[src/rtl/ecc_stream_pkg.sv]
package ecc_stream_pkg;

   localparam int BYTE_W    = 8;
   localparam int LINE_BITS = 18;
   localparam int PAIRS     = LINE_BITS / 2;

   typedef logic [BYTE_W-1:0] ecc_byte_t;

   // Six column parity bits from the XOR of all bytes of a code
   function automatic logic [5:0] col_pairs(input ecc_byte_t acc);
      logic [5:0] cp;
      cp[0] = acc[0] ^ acc[2] ^ acc[4] ^ acc[6];
      cp[1] = acc[1] ^ acc[3] ^ acc[5] ^ acc[7];
      cp[2] = acc[0] ^ acc[1] ^ acc[4] ^ acc[5];
      cp[3] = acc[2] ^ acc[3] ^ acc[6] ^ acc[7];
      cp[4] = ^acc[3:0];
      cp[5] = ^acc[7:4];
      return cp;
   endfunction

endpackage

[src/rtl/ecc_stream_ctl.sv]
module ecc_stream_ctl #(
   parameter int TOTAL_BYTES = 512,
   parameter int AW          = $clog2(TOTAL_BYTES)
) (
   input  logic          clk,
   input  logic          rst_n,
   input  logic          clr,
   input  logic          mode_in,
   input  logic          in_valid,
   output logic          take,
   output logic [AW-1:0] pos,
   output logic          lane_sel,
   output logic          mode_q,
   output logic          busy,
   output logic          done
);

   localparam logic [AW-1:0] LAST = AW'(TOTAL_BYTES - 1);

   logic          armed_q;
   logic [AW-1:0] cnt_q;

   assign busy     = armed_q;
   assign take     = in_valid & armed_q & ~clr;
   assign pos      = cnt_q;
   assign lane_sel = mode_q ? 1'b0 : cnt_q[AW-1];

   always_ff @(posedge clk or negedge rst_n) begin
      if (!rst_n) begin
         armed_q <= 1'b0;
         cnt_q   <= '0;
         done    <= 1'b0;
         mode_q  <= 1'b0;
      end else if (clr) begin
         armed_q <= 1'b1;
         cnt_q   <= '0;
         done    <= 1'b0;
         mode_q  <= mode_in;
      end else if (take) begin
         cnt_q <= cnt_q + 1'b1;
         if (cnt_q == LAST) begin
            armed_q <= 1'b0;
            done    <= 1'b1;
         end
      end
   end

endmodule

[src/rtl/ecc_byte_fold.sv]
module ecc_byte_fold #(
   parameter int DATA_W = 8,
   parameter int AW     = 9
) (
   input  logic [DATA_W-1:0] data,
   input  logic [AW-1:0]     pos,
   output logic [AW-1:0]     hit_odd,
   output logic [AW-1:0]     hit_even
);

   logic rp;
   assign rp = ^data;

   for (genvar k = 0; k < AW; k++) begin : g_addr
      assign hit_odd[k]  = rp &  pos[k];
      assign hit_even[k] = rp & ~pos[k];
   end

endmodule

[src/rtl/ecc_lane_acc.sv]
module ecc_lane_acc #(
   parameter int DATA_W = 8,
   parameter int AW     = 9
) (
   input  logic              clk,
   input  logic              rst_n,
   input  logic              clr,
   input  logic              en,
   input  logic [DATA_W-1:0] data,
   input  logic [AW-1:0]     hit_odd,
   input  logic [AW-1:0]     hit_even,
   output logic [DATA_W-1:0] col_q,
   output logic [AW-1:0]     odd_q,
   output logic [AW-1:0]     even_q
);

   always_ff @(posedge clk or negedge rst_n) begin
      if (!rst_n) begin
         col_q  <= '0;
         odd_q  <= '0;
         even_q <= '0;
      end else if (clr) begin
         col_q  <= '0;
         odd_q  <= '0;
         even_q <= '0;
      end else if (en) begin
         col_q  <= col_q ^ data;
         odd_q  <= odd_q ^ hit_odd;
         even_q <= even_q ^ hit_even;
      end
   end

endmodule

[src/rtl/ecc_code_format.sv]
module ecc_code_format
   import ecc_stream_pkg::*;
#(
   parameter int LANE_AW = 8,
   parameter int AW      = LANE_AW + 1
) (
   input  ecc_byte_t     col,
   input  logic [AW-1:0] odd,
   input  logic [AW-1:0] even,
   input  logic          wide,
   output ecc_byte_t     line_hi,
   output ecc_byte_t     line_lo,
   output ecc_byte_t     col_byte
);

   logic [LINE_BITS-1:0] line;

   for (genvar k = 0; k < PAIRS; k++) begin : g_pair
      if (k < LANE_AW) begin : g_lane
         assign line[2*k]   = even[k];
         assign line[2*k+1] = odd[k];
      end else if (k == LANE_AW) begin : g_top
         assign line[2*k]   = wide & even[k];
         assign line[2*k+1] = wide & odd[k];
      end else begin : g_pad
         assign line[2*k]   = 1'b0;
         assign line[2*k+1] = 1'b0;
      end
   end

   assign line_lo  = line[7:0];
   assign line_hi  = line[15:8];
   assign col_byte = {col_pairs(col), line[17:16]};

endmodule

[src/rtl/ecc_stream_gen.sv]
module ecc_stream_gen
   import ecc_stream_pkg::*;
#(
   parameter int LANE_BYTES = 256
) (
   input  logic       clk,
   input  logic       rst_n,
   input  logic       ecc_clr,
   input  logic       mode_wide,
   input  logic       in_valid,
   input  logic [7:0] in_data,
   output logic [7:0] blk0_line_hi,
   output logic [7:0] blk0_line_lo,
   output logic [7:0] blk0_col,
   output logic [7:0] blk1_line_hi,
   output logic [7:0] blk1_line_lo,
   output logic [7:0] blk1_col,
   output logic       done
);

   localparam int LANES   = 2;
   localparam int TOTAL   = LANE_BYTES * LANES;
   localparam int LANE_AW = $clog2(LANE_BYTES);
   localparam int AW      = LANE_AW + 1;

   if (LANE_BYTES < 2 || LANE_BYTES > 256) begin : g_bad_size
      $error("LANE_BYTES must lie in 2..256");
   end
   if ((1 << LANE_AW) != LANE_BYTES) begin : g_bad_pow2
      $error("LANE_BYTES must be a power of two");
   end

   logic          take;
   logic [AW-1:0] pos;
   logic          lane_sel;
   logic          mode_q;
   logic          busy;
   logic [AW-1:0] hit_odd;
   logic [AW-1:0] hit_even;

   ecc_byte_t     col_q  [LANES];
   logic [AW-1:0] odd_q  [LANES];
   logic [AW-1:0] even_q [LANES];
   ecc_byte_t     o_hi   [LANES];
   ecc_byte_t     o_lo   [LANES];
   ecc_byte_t     o_col  [LANES];

   ecc_stream_ctl #(.TOTAL_BYTES(TOTAL), .AW(AW)) u_ctl (
      .clk      (clk),
      .rst_n    (rst_n),
      .clr      (ecc_clr),
      .mode_in  (mode_wide),
      .in_valid (in_valid),
      .take     (take),
      .pos      (pos),
      .lane_sel (lane_sel),
      .mode_q   (mode_q),
      .busy     (busy),
      .done     (done)
   );

   ecc_byte_fold #(.DATA_W(BYTE_W), .AW(AW)) u_fold (
      .data     (in_data),
      .pos      (pos),
      .hit_odd  (hit_odd),
      .hit_even (hit_even)
   );

   for (genvar g = 0; g < LANES; g++) begin : g_lane
      logic en;
      logic wide;
      assign en   = take & (lane_sel == 1'(g));
      assign wide = (g == 0) ? mode_q : 1'b0;

      ecc_lane_acc #(.DATA_W(BYTE_W), .AW(AW)) u_acc (
         .clk      (clk),
         .rst_n    (rst_n),
         .clr      (ecc_clr),
         .en       (en),
         .data     (in_data),
         .hit_odd  (hit_odd),
         .hit_even (hit_even),
         .col_q    (col_q[g]),
         .odd_q    (odd_q[g]),
         .even_q   (even_q[g])
      );

      ecc_code_format #(.LANE_AW(LANE_AW), .AW(AW)) u_fmt (
         .col      (col_q[g]),
         .odd      (odd_q[g]),
         .even     (even_q[g]),
         .wide     (wide),
         .line_hi  (o_hi[g]),
         .line_lo  (o_lo[g]),
         .col_byte (o_col[g])
      );
   end

   assign blk0_line_hi = o_hi[0];
   assign blk0_line_lo = o_lo[0];
   assign blk0_col     = o_col[0];
   assign blk1_line_hi = o_hi[1];
   assign blk1_line_lo = o_lo[1];
   assign blk1_col     = o_col[1];

endmodule


[config.mk]
export PLATFORM = sky130hd
export DESIGN_NAME = ecc_stream_gen
export DESIGN_NICKNAME = d
export VERILOG_FILES = /design/src/rtl/ecc_stream_pkg.sv /design/src/rtl/ecc_stream_ctl.sv /design/src/rtl/ecc_byte_fold.sv /design/src/rtl/ecc_lane_acc.sv /design/src/rtl/ecc_code_format.sv /design/src/rtl/ecc_stream_gen.sv
export SDC_FILE = /design/constraint.sdc
export NUM_CORES = 1
export LEC_CHECK = 0
export BUFFER_PORTS_ARGS = -buffer_cell sky130_fd_sc_hd__buf_2
export CAP_MARGIN = 5
export CORE_MARGIN = 2
export CORE_UTILIZATION = 50
export CTS_CLUSTER_DIAMETER = 100
export DETAILED_ROUTE_END_ITERATION = 12
export PLACE_DENSITY = 0.76
export SLEW_MARGIN = 20
export SYNTH_ARGS = -nofsm -noshare
export SYNTH_HDL_FRONTEND = slang
export SYNTH_SLANG_ARGS = --single-unit
[constraint.sdc]
create_clock -name clk -period 1.8 [get_ports clk]
set_clock_uncertainty 0.15 [all_clocks]
set_input_delay 0.27 -clock clk [delete_from_list [all_inputs] [get_ports clk]]
set_output_delay 0.27 -clock clk [all_outputs]
set_load 0.01 [all_outputs]
Word-level counts from Yosys, hierarchy flattened
Index checks and enable logic that the tools add are counted.

Input port bits: 13. Output and inout bits: 49. Bits in registers: 64. Word-level logic and storage cells: 108.

Add/subtract/negate cells: 1. Bitwise operators: 65. Reduce and logical (&&, ||, !) cells: 10. Equal/unequal tests: 1. Mux-type cells: 21.

Operators by type and width (count): 9-bit two-way mux (10); 9-bit bitwise XOR (4); 8-bit two-way mux (4); 1-bit AND (24); 1-bit bitwise XOR (24); 4-bit parity (4); 8-bit bitwise XOR (2); 1-bit inverter (11); 9-bit by 1-bit adder with 9-bit output (second input constant) (1); 9-bit == test (second input constant) (1); 2-bit nonzero test (4); 8-bit parity (1); 1-bit two-way mux (7); 2-bit AND reduction (1).

Logic depth before layout (Yosys ltp)
Word-level depth: 5. Mapped depth: 7. Gate-level depth less buffers: 6.

Modules after synthesis
Synthesis repeated with hierarchy kept, for this count alone.

Cell total of the unflattened synthesis: 376. Area, all modules: 4065.1 um2.

Modules (own cells, without submodules): ecc_lane_acc (area an instance 1386.3 um2, sequential area each 650.6 um2, times used 2, cells an instance 113); ecc_stream_ctl (area an instance 571.8 um2, sequential area each 300.3 um2, times used 1, cells an instance 57); ecc_code_format (area an instance 270.3 um2, sequential area each 0.0 um2, times used 2, cells an instance 32); ecc_byte_fold (area an instance 160.2 um2, sequential area each 0.0 um2, times used 1, cells an instance 26); ecc_stream_gen (area an instance 20.0 um2, sequential area each 0.0 um2, times used 1, cells an instance 3).

Least setup slack after synthesis
OpenSTA, ideal clock, no wires.

Kind: flip-flop to flip-flop. From: register u_ctl.cnt_q[8] (netlist: u_ctl.pos[8]). To: register g_lane[1].u_acc.odd_q[7]. Setup slack: 16 ps. Library setup time: 78 ps. Stages on the path, launching flop included: 7. Clock period less this slack: 1784 ps. Arrival time: 1556 ps. Data required time: 1572 ps. Path buffers: 1. Cell sequence: dfrtp_1 > inv_1 > nor3_2 > buf_2 > nand2_1 > or3_1 > a21oi_1.

Word-level cells in the longest chain between the ends: 3.

RTL lines: start, declared (RTL line ecc_stream_ctl.sv:21) `logic [AW-1:0] cnt_q;`; start signal, assigned (RTL line ecc_stream_ctl.sv:40) `cnt_q <= cnt_q + 1'b1;`; 1-bit two-way mux (RTL line ecc_stream_ctl.sv:26) `assign lane_sel = mode_q ? 1'b0 : cnt_q[AW-1];`; 1-bit AND (RTL line ecc_stream_gen.sv:72) `assign en = take & (lane_sel == 1'(g));`; 2-bit nonzero test (no source line); end signal, assigned (RTL line ecc_lane_acc.sv:28) `odd_q <= odd_q ^ hit_odd;`; end, declared (RTL line ecc_lane_acc.sv:13) `output logic [AW-1:0] odd_q,`.

Every way passes these cells. A chain may end at the register's enable or synchronous reset.

Worst setup path in the final report
From: register g_lane[1].u_acc.col_q[6]. To: output blk1_col[2].

Word-level cells in the longest chain between the ends: 1.

RTL lines: start, declared (RTL line ecc_lane_acc.sv:12) `output logic [DATA_W-1:0] col_q,`; start signal, assigned (RTL line ecc_lane_acc.sv:27) `col_q <= col_q ^ data;`; 1-bit bitwise XOR (RTL line ecc_stream_pkg.sv:12) `cp[0] = acc[0] ^ acc[2] ^ acc[4] ^ acc[6];`; end, declared (RTL line ecc_stream_gen.sv:17) `output logic [7:0] blk1_col,`.

Every way passes these cells.

==> flow_summary.toml <==
[clocking]
cts-buffers-inserted = 9
cts_tree = "yes"
post_cts_buffers = 0
htree_num_levels = 3
worstSkewPairLatency_ns = 0.34
clock_sinks = 62
cts_root_buf = "clkbuf_8"
clk_pin_slew_ns = 0.07
cts_buffer_depth = 2

[finish]
layout.nets = 429
drive_above_1_share_pct = 27.4
antennaDiodeCount = 0
fin_cells = 496
fillers = 522
syn2layout_area_growth_pct = 19.8

[global_routing]
grt_pass1_vias = 2507
grt_pass1_wl_mm = 12.0
grt_max_degree = 48
grt_overflow = 0
antenna_found_initial = 0
track_usage_pct = 20.6

[yosys]
synthCells = 366
ys_ff_latch = 62
netlist_area_mm2 = 0.00338
avgSynthCellArea_um2 = 9.25
synthDistinctLibCells = 25
synth-seq-area-share_pct = 45.8
ys_warn_count = 0

[setup_path]
cp-end-kind = "primary output"
worstRegToRegCells = 6
cp_cell_sequence = "xor2_2, xnor2_1, buf_2"
cp_max_fo = 3
crit_required_ns = 1.38
worstPathArrival_ns = 1.34
crit_slowest_cell = "dfrtp_1"
critPathKind = "reg -> out"
r2r_start = "u_ctl.mode_q$_DFFE_PN0P_"
crit_path_start_kind = "flip-flop"
startpoint = "g_lane[1].u_acc.col_q[6]$_DFFE_PN0P_"
cpPeakStageDelay_ns = 0.45
r2r_end = "g_lane[0].u_acc.odd_q[1]$_DFFE_PN0P_"
r2r_slack_ns = 0.10

[placement]
pre_cts_ws_ns = -0.183
dp.cells = 478
dp_hpwl_mm = 4.96
gp_congestion = 0.787
io_buffers = 59

[power_and_ir_drop]
ir_drop_mv = 0.439
p_leak_uw = 0.00189
power.density_mw_per_mm2 = 918
total_power_uw = 3720

[worst_hold_path]
hold_path_depth = 3
hp-start = "in_valid"
hold_class = "in -> reg"
worst_hold_path.endpoint = "u_ctl.busy$_DFFE_PN0P_"

[floorplanning]
num_io_pins = 62
initial_core_util_pct = 52.4
die_area_mm2 = 0.00744
fp.dieW_um = 86.3
chipHeight_um = 86.3
rows = 29
core_area_mm2 = 0.00646

[detailed_routing]
drt_first_pass_iters = 4
ant_nets = 0
viasPerCell = 5.40
wl_per_cell_um = 14.5
routed_wl_mm = 7.20
num_vias = 2676
drc = 0
drtIter0Drc = 135

[run]
cap_violations = 0

[sta]
setup_viol = 0
setup_slack_ns = 0.0424
fin_crit_ns = 1.76
slew_violations = 0
fin_crit_sh_pct = 97.6
max_freq_mhz = 569
hold_viol = 0

[run_status]
outcome = "finished, final reports clean"
[per-layer routing]
metal / vias to the layer above / wire, um / track usage [%]
met1: 1297 / 3290 / 28.0
li1: 1306 / - / -
met5: - / 0 / 0
met3: 11 / 366 / 3.90
met4: 0 / 159 / 9.66
met2: 62 / 3380 / 32.1
[cell families after synthesis]
family | Yosys count | synth area share [%]
AO/OA/AOI/OAI | 75 | 12.5
buffers and inverters | 54 | 9.09
AND/OR/NAND/NOR | 114 | 16.7
adder cells (fa/ha/maj) | 2 | 0.739
other | 1 | 0.111
flip-flops | 62 | 45.8
XOR/XNOR | 58 | 15.0
[synthesized netlist by cell type]
cell type  count  share of area, %
a21oi_1       37               5.5
inv_1          2              0.22
clkbuf_1      20               2.2
buf_2          5              0.74
and3_1         2              0.37
a21oi_2        1              0.26
xor2_1        30               7.8
nor2_1        25               2.8
xnor2_1       28               7.2
clkbuf_2       1              0.15
o31ai_1       17               3.8
or4_1         17               3.8
a21o_1         1              0.22
and2_1         3              0.55
ha_1           2              0.74
nand2b_1       1              0.18
nand4_1        2              0.37
conb_1         1              0.11
buf_4         26               5.8
nor3_2         1              0.30
o21ai_0       19               2.8
nand2_1       43               4.8
nand3_1        3              0.44
dfrtp_1       62                46
or3_1         17               3.1
[flip-flops by register name (all words and copies together) (netlist names)]
register and cells:
g_lane.u_acc.col_q 16, g_lane.u_acc.even_q 17, u_ctl.pos 9, u_ctl.busy 1, u_ctl.done 1, u_ctl.mode_q 1
g_lane.u_acc.odd_q 17
[layout by cell type, fill, tap and decap left out]
master and count:
or3_1 17, buf_6 1, bufinv_16 2, clkinvlp_4 2, nand2_1 43, inv_1 2, nor3_2 1, nor2_1 25
ha_1 2, xor2_2 3, o31ai_1 17, dlygate4sd3_1 2, buf_4 21, buf_2 59, or4_1 17, conb_1 2
xnor2_2 5, nand4_1 2, nand3_1 3, xor2_1 27, o21ai_0 19, clkbuf_8 10, and2_1 3, a21o_1 1
xnor2_1 23, dfrtp_2 3, dfrtp_1 59, and3_1 2, clkinv_2 2, a21oi_1 37, nand2b_1 1, a21oi_2 1
buf_12 5
[worst max-delay path: cells and delay by family (launching register included)]
family | cells | cell delay [ns]
XOR/XNOR | 2 | 0.40
buffers and inverters | 1 | 0.15
flip-flops | 1 | 0.45
[where the power goes]
group          switching (uW)  internal [uW]  total [uW]
logic                     443            390         833
registers                61.9           1460        1520
clock network             558            812        1370
[worst max path at each step]
stage | endpoint | depth (start not counted) | slack (ns)
detailed placement | g_lane[1].u_acc.even_q[0]$_DFFE_PN0P_ | 7 | -0.18
global placement | g_lane[1].u_acc.odd_q[5]$_DFFE_PN0P_ | 8 | -0.14
floorplan | g_lane[1].u_acc.odd_q[7]$_DFFE_PN0P_ | 6 | 0.02
finish | blk1_col[2] | 3 | 0.04
global route | blk1_col[2] | 3 | -0.01
CTS | blk0_col[6] | 3 | 0.001
[metrics by stage]
step | hold slack (ns) | utilization, % | TNS, ns | instance area (um2)
after detailed placement | 0.0950 | 58.1 | -4.29 | 3750
after floorplan | -0.176 | - | 0 | 3390
after global placement | 0.0887 | 58.1 | -3.79 | 3750
after global routing | 0.100 | 62.8 | -0.0184 | 4060
final | 0.0821 | 62.8 | 0 | 4060
after CTS | 0.0792 | 62.0 | 0 | 4000
[layout make-up]
cell class                      count  area [um2]  share of cell area [%]
Clock buffer                       10         138                    3.39
Clock inverter                      6        85.1                    2.10
Inverter                            2        7.51                   0.185
Multi-Input combinational cell    251        1590                    39.2
Sequential cell                    62        1560                    38.4
Tap cell                           77        96.3                    2.38
Timing Repair Buffer               88         584                    14.4
[timing repair]
item | 4_1_cts | 5_1_grt
resized for setup | 1 | 10
cloned | 0 | 0
endpoints found under the hold margin | 19 | 0
pin swaps | 0 | 1
hold buffers | 2 | 0
endpoints found under the setup margin | 2 | 17
Note: power is estimated with default switching activity, not from simulation.
